--- src/rtl/lane_deser7.sv ---
module lane_deser7 #(
  parameter int LANES       = 4,
  parameter int SLOTS       = 7,
  parameter int LOCK_FRAMES = 4,
  parameter int TIMEOUT     = 21
)(
  input  logic                   clk,
  input  logic                   rst_n,
  input  logic                   pwr_n,
  input  logic                   clk_lane,
  input  logic [LANES-1:0]       data_lanes,
  output logic [LANES*SLOTS-1:0] word_out,
  output logic                   strobe_out
);
  localparam int W  = LANES * SLOTS;
  localparam int SW = $clog2(SLOTS);
  localparam int HI = (SLOTS + 1) / 2;
  localparam int LW = $clog2(LOCK_FRAMES + 1);
  localparam int TW = $clog2(TIMEOUT + 1);

  logic             prev_c, locked, hv, h2v, ovalid;
  logic [SW-1:0]    sl;
  logic [LW-1:0]    mcnt;
  logic [TW-1:0]    idle;
  logic [SLOTS-1:0] sh [LANES];
  logic [W-1:0]     flat, hold, hold2;

  wire          clr       = !rst_n || !pwr_n;
  wire          rise      = clk_lane && !prev_c;
  wire          miss      = (idle == TW'(TIMEOUT));
  wire [SW-1:0] inc       = (sl == SW'(SLOTS - 1)) ? '0 : sl + SW'(1);
  wire [SW-1:0] nxt       = rise ? '0 : inc;
  wire          frame_end = (sl == SW'(SLOTS - 1));
  wire [LW-1:0] mcnt_inc  = mcnt + LW'(1);

  for (genvar l = 0; l < LANES; l++) begin : g_lane
    always_ff @(posedge clk) begin
      if (clr) sh[l] <= '0;
      else     sh[l] <= {data_lanes[l], sh[l][SLOTS-1:1]};
    end
    assign flat[l*SLOTS +: SLOTS] = sh[l];
  end

  always_ff @(posedge clk) begin
    if (clr) begin
      prev_c     <= 1'b0;
      sl         <= SW'(SLOTS - 1);
      locked     <= 1'b0;
      mcnt       <= '0;
      idle       <= '0;
      hold       <= '0;
      hold2      <= '0;
      hv         <= 1'b0;
      h2v        <= 1'b0;
      ovalid     <= 1'b0;
      word_out   <= '0;
      strobe_out <= 1'b0;
    end else begin
      prev_c <= clk_lane;
      sl     <= nxt;

      if (clk_lane != prev_c) idle <= '0;
      else if (!miss)         idle <= idle + TW'(1);

      if (miss) begin
        locked <= 1'b0;
        mcnt   <= '0;
      end else if (rise) begin
        if (inc == '0) begin
          if (!locked) begin
            mcnt <= mcnt_inc;
            if (mcnt_inc == LW'(LOCK_FRAMES)) locked <= 1'b1;
          end
        end else begin
          locked <= 1'b0;
          mcnt   <= LW'(1);
        end
      end

      if (!locked) begin
        hv     <= 1'b0;
        h2v    <= 1'b0;
        ovalid <= 1'b0;
      end else begin
        if (frame_end) begin
          hold  <= flat;
          hold2 <= hold;
          hv    <= 1'b1;
          h2v   <= hv;
        end
        if (sl == SW'(HI - 1) && !rise && h2v) begin
          word_out <= hold2;
          ovalid   <= 1'b1;
        end
      end

      strobe_out <= miss || (ovalid && locked && (nxt < SW'(HI)));
    end
  end
endmodule

--- config.mk ---
export PLATFORM = sky130hd
export DESIGN_NAME = lane_deser7
export DESIGN_NICKNAME = d
export VERILOG_FILES = /design/src/rtl/lane_deser7.sv
export SDC_FILE = /design/constraint.sdc
export NUM_CORES = 1
export LEC_CHECK = 0
export CAP_MARGIN = 15
export CORE_MARGIN = 3
export CORE_UTILIZATION = 41
export CTS_BUF_LIST = sky130_fd_sc_hd__clkbuf_8 sky130_fd_sc_hd__clkbuf_16
export DETAILED_ROUTE_END_ITERATION = 8
export DONT_BUFFER_PORTS = 1
export SLEW_MARGIN = 20
export SYNTH_ARGS = -nofsm -noshare
export SYNTH_HDL_FRONTEND = slang
export SYNTH_SLANG_ARGS = --single-unit
--- constraint.sdc ---
create_clock -name clk -period 3.7 [get_ports clk]
set_clock_uncertainty 0.15 [all_clocks]
set_input_delay 0.185 -clock clk [delete_from_list [all_inputs] [get_ports clk]]
set_output_delay 0.185 -clock clk [all_outputs]
set_load 0.05 [all_outputs]
; Yosys cells after proc, flatten, opt, wreduce, memory -nomap -nowiden
; Memories as Yosys holds them, arrays and structs flattened.
; Index checks and enable logic that the tools add are counted.
[word_totals]
ramBits = 28
wordCells = 60
output_inout_bits = 29
inputBits = 8
reg_bits = 101
rom_bits = 0
n_memories = 1
latchBits = 0
[mem_list]
columns = name, depth, width, rd, rd_ports_with_merged_regs, write_ports, line_no
row1 = sh, 4, 7, 4, 0, 4, 25  ; logic [SLOTS-1:0] sh [LANES];
[op_classes]
n_div = 0
multipliers = 0
n_reduce_logical = 18
add_sub_neg = 3
n_mux = 14
n_eq_ne = 6
n_bitwise = 5
shift = 0
magnitude_cmp = 1
[op_table]
columns = operator, count
row1 = 7-bit 2-to-1 mux, 4
row2 = 3-bit 2-to-1 mux, 4
row3 = "3-bit by 1-bit adder with 3-bit output, second input constant", 2
row4 = "3-bit == test, second input constant", 2
row5 = 1-bit 2-to-1 mux, 6
row6 = 2-bit AND reduction, 3
row7 = 2-bit OR reduction, 3
row8 = "5-bit by 1-bit adder with 5-bit output, second input constant", 1
row9 = "5-bit == test, second input constant", 1
row10 = 1-bit logical AND, 5
row11 = 1-bit logical NOT, 4
row12 = 1-bit bitwise OR, 4
row13 = "3-bit by 2-bit == test with 1-bit output, second input constant", 1
row14 = 3-bit logical NOT, 1
row15 = "3-bit < comparator, second input constant", 1
row16 = 1-bit logical OR, 2
row17 = "2-bit inequality test, second input constant", 1
row18 = 1-bit inequality test, 1
row19 = 1-bit NOT, 1

; Longest topological paths before layout
[depth]
depth_word = 6
mapped_depth = 8
ltp_nobuf = 5

; Least setup slack after synthesis
; No wires, ideal clock.
[synth_path]
kind = reg-to-reg
from = register sl[1]
to = register word_out[10]
arrival_time_ps = 1334
required_ps = 3418
path_slack_ps = 2084
path_stages_with_launch = 9
synth_period_minus_slack_ps = 1616
setup_time_ps = 132
path_cell_list = dfxtp_1 buf_2 and2_1 ha_1 and4b_1 buf_2 buf_2 nand2_1 a21oi_1
[synth_via]
elab_chain_len = 4
[synth_lines]
columns = element, line_no
row1 = start: declaration, 22  ; logic [SW-1:0] sl;
row2 = start signal: assignment, 47  ; sl <= SW'(SLOTS - 1);
row3 = start signal: assignment, 60  ; sl <= nxt;
row4 = 3-bit by 2-bit == test with 1-bit output, 91  ; if (sl == SW'(HI - 1) && !rise && h2v) begin
row5 = 1-bit logical AND (2 in a row), 91
row6 = 2-bit AND reduction (no line), -
row7 = end signal: assignment, 92  ; word_out <= hold2;
row8 = end: declaration, 12  ; output logic [LANES*SLOTS-1:0] word_out,
; No other way between the ends.
; A chain may end at the register's enable or synchronous reset.

; Worst setup path after layout
[layout_path]
from = register locked
to = register hold2[12]
[layout_via]
elab_chain_len = 1
[layout_lines]
columns = element, line_no
row1 = start: declaration, 21  ; logic prev_c, locked, hv, h2v, ovalid;
row2 = start signal: assignment, 48  ; locked <= 1'b0;
row3 = start signal: assignment, 66  ; locked <= 1'b0;
row4 = start signal: assignment, 72  ; if (mcnt_inc == LW'(LOCK_FRAMES)) locked <= 1'b1;
row5 = 2-bit AND reduction (no line), -
row6 = end signal: assignment, 87  ; hold2 <= hold;
row7 = end: declaration, 26  ; logic [W-1:0] flat, hold, hold2;
; No other way between the ends.

==> out/results.tsv <==
stage	metric	value	unit
cts	cts-resized-gates	0	
cells_and_area	fill_cells	1028	
cts	root_buffer	clkbuf_8	
synthesis	ys_top_cells_by_area	dfxtp_1 58%, nand2_1 15%, a21oi_1 10%, and3_1 4.1%, ha_1 1.7%	
timing	slew_headroom	0.324	
synthesis	synth_ff_type	dfxtp_1	
global_routing	overflow	0	
global_routing	grt.busiest_layer	met2	
synthesis	async_flop_share	0	
timing	final-setup-viol-count	0	
global_routing	antenna_found_initial	0	
synthesis	synth_area_per_cell	8.70	µm²
cts	clock_path_buffers	2	
die	chipHeight	110	µm
placement	gp_congestion	0.785	
routing	first_iter_violations	194	
cells_and_area	fin_nets	520	
global_routing	met2_usage	0.217	
synthesis	ys_seq_area_frac	0.579	
synthesis	synth_cells	512	
outcome	status	finished clean	
die	chipWidth	110	µm
timing	rsz0062_at_grt	no	
setup_path	critical_path_class	flop to flop	
pwr	pwr-share-seq	0.461	
timing	worstMarginPinSlew	1.01	ns
setup_path	r2r_setup_slack	1.57	ns
synthesis	synth.most_common_cell	nand2_1	
timing	hold_viol_final	0	
cts	cts_tree	done	
pwr	power	3.04	mW
die	ioPinCount	37	
timing	fin_crit	2.13	ns
global_routing	grt_pass1_wl	13900	µm
pwr	p_comb_frac	0.018	
setup_path	critPathLaunchType	flop	
routing	detail_route.vias_per_cell	4.95	
pwr	power_leakage	1.81	nW
die	die_area	12200	µm²
placement	dpl_cell_area	4460	µm²
synthesis	synth.largest_area_cell	dfxtp_1	
cells_and_area	n_antenna_cell	0	
die	initial_utilization	0.426	
cts	cts_buffers	17	
pwr	vdd_ir_drop_max	0.284	mV
pwr	power.internal	2.38	mW
setup_path	crit_path_max_fanout	56	
worst_hold_path	hp-class	input port to flop	
pwr	clkPwrFrac	0.522	
cts	h-tree-depth	4	
die	coreArea	10500	µm²
global_routing	track_usage	0.148	
job	max_cap_violations	0	
synthesis	synth_edf_count	0	
global_routing	grt_use_met1	0.199	
routing	drt-pass1-iter-count	4	
pwr	swShare	0.218	
cts	clk_pin_slew_worst_paths	0.06	ns
setup_path	crit_arrival	2.42	ns
routing	wl	8270	µm
timing	fmax	470	MHz
routing	wl_per_cell	12.6	µm
placement	hpwl	4710	µm
cells_and_area	drive_gt1_frac	0.0734	
synthesis	synth_common_cells	176 x nand2_1, 129 x dfxtp_1, 89 x a21oi_1	
global_routing	gr-usage-met3	0.0536	
routing	via_count	3236	
die	rows	37	
synthesis	synth_nets	526	
timing	period_share	0.575	
timing	setup_tns	0	ns
setup_path	crit_path_end_kind	flop	
pwr	switchingPower	0.664	mW
placement	port_buffers	0	
synthesis	synth-seq-cells	129	
routing	ant_nets	0	
global_routing	grt_pass1_vias	3004	
cells_and_area	area_growth_syn_to_layout	14.6	%
pwr	p_per_area	596	nW/µm²
cts	cts_sinks	129	
synthesis	yosys.cell_types.count	30	
cts	clk-insertion-delay-late	0.50	ns
timing	final_max_slew_viol_count	0	
cells_and_area	fin_area	5110	µm²
synthesis	synth_warnings	0	
setup_path	required	3.99	ns
synthesis	synth_area	4460	µm²
global_routing	grt_start_max_net_pins	57	
synthesis	synth_top_area_frac	0.579	
routing	drc	0	
[critical path: stages (launching register included)]
cell and delay [ns]:
dfxtp_1 0.54, and4b_2 0.97, nand2_1 0.21, a21oi_1 0.16
[state kept, by name (all words and copies together), names as in the netlist]
register    count
hold           28
sl              3
ovalid          1
mcnt            3
prev_c          1
strobe_out      1
hv              1
word_out       28
hold2          28
h2v             1
locked          1
sh             28
idle            5
[through the flow]
| stage | utilization | hold slack (ns) | worst slack (ns) | std cells |
|---|---|---|---|---|
| floorplan | - | 0.194 | 2.08 | 512 |
| global placement | 0.426 | 0.184 | 1.49 | 615 |
| detailed placement | 0.426 | 0.186 | 1.42 | 615 |
| CTS | 0.488 | 0.0696 | 1.40 | 654 |
| global route | 0.488 | 0.124 | 1.39 | 654 |
| finish | 0.488 | 0.101 | 1.57 | 654 |
[final timing paths]
path                               start   endpoint  cells past startpoint
worst min-delay path               rst_n   hold[27]                      2
worst min register to register  sh[1][0]    hold[7]                      2
worst max-delay path              locked  hold2[12]                      3
worst max register to register    locked  hold2[12]                      3
[cell type report]
cell class,instances,area (µm²),share of cell area
flip-flops and latches,129,2580,0.506
multi-input cells,343,1660,0.325
clock buffers,17,414,0.0811
well taps,136,170,0.0333
clock inverters,14,158,0.0309
repair buffers,12,110,0.0216
inverters,3,11.3,0.00220
[kinds of logic after synthesis]
kind of cell | Yosys count | synth area share
AOI/OAI and AO/OA | 100 | 0.117
xor gates and xnor gates | 6 | 0.0118
adders and majority gates | 6 | 0.0168
buffers and inverters | 40 | 0.0486
DFF | 129 | 0.579
and+or+nand+nor | 231 | 0.226
[repair_timing]
| action | 4_1_cts | 5_1_grt |
|---|---|---|
| buffers inserted | 0 | 0 |
| hold buffers | 8 | 0 |
| endpoints found under the hold margin | 43 | 0 |
[power by group through the flow]
stage | clock [mW] | sequential (mW) | combinational, mW
floorplan | 0 | 1.43 | 0.0390
global placement | 0 | 1.43 | 0.0388
detailed placement | 0 | 1.43 | 0.0394
CTS | 1.63 | 1.40 | 0.0541
global route | 1.69 | 1.40 | 0.0613
finish | 1.59 | 1.40 | 0.0538
[metal layers]
metal	share of wire	vias up
li1	-	1684
met1	0.51	1497
met2	0.44	53
met3	0.047	2
met4	0.0036	0
met5	0	-
[placed cells by master, fill, tap and decap left out, drive strengths merged, types with 3 or more instances in the layout]
cell           n
nand2        176
dfxtp        129
a21oi         89
and3          29
clkbuf        17
dlygate4sd3    8
inv            8
ha             6
nand3          5
nor2           5
clkinv         5
buf            4
and2           3
nand4b         3
xnor2          3
a211oi         3
xor2           3
and4b          3
Note: power is estimated with default switching activity, not from simulation.
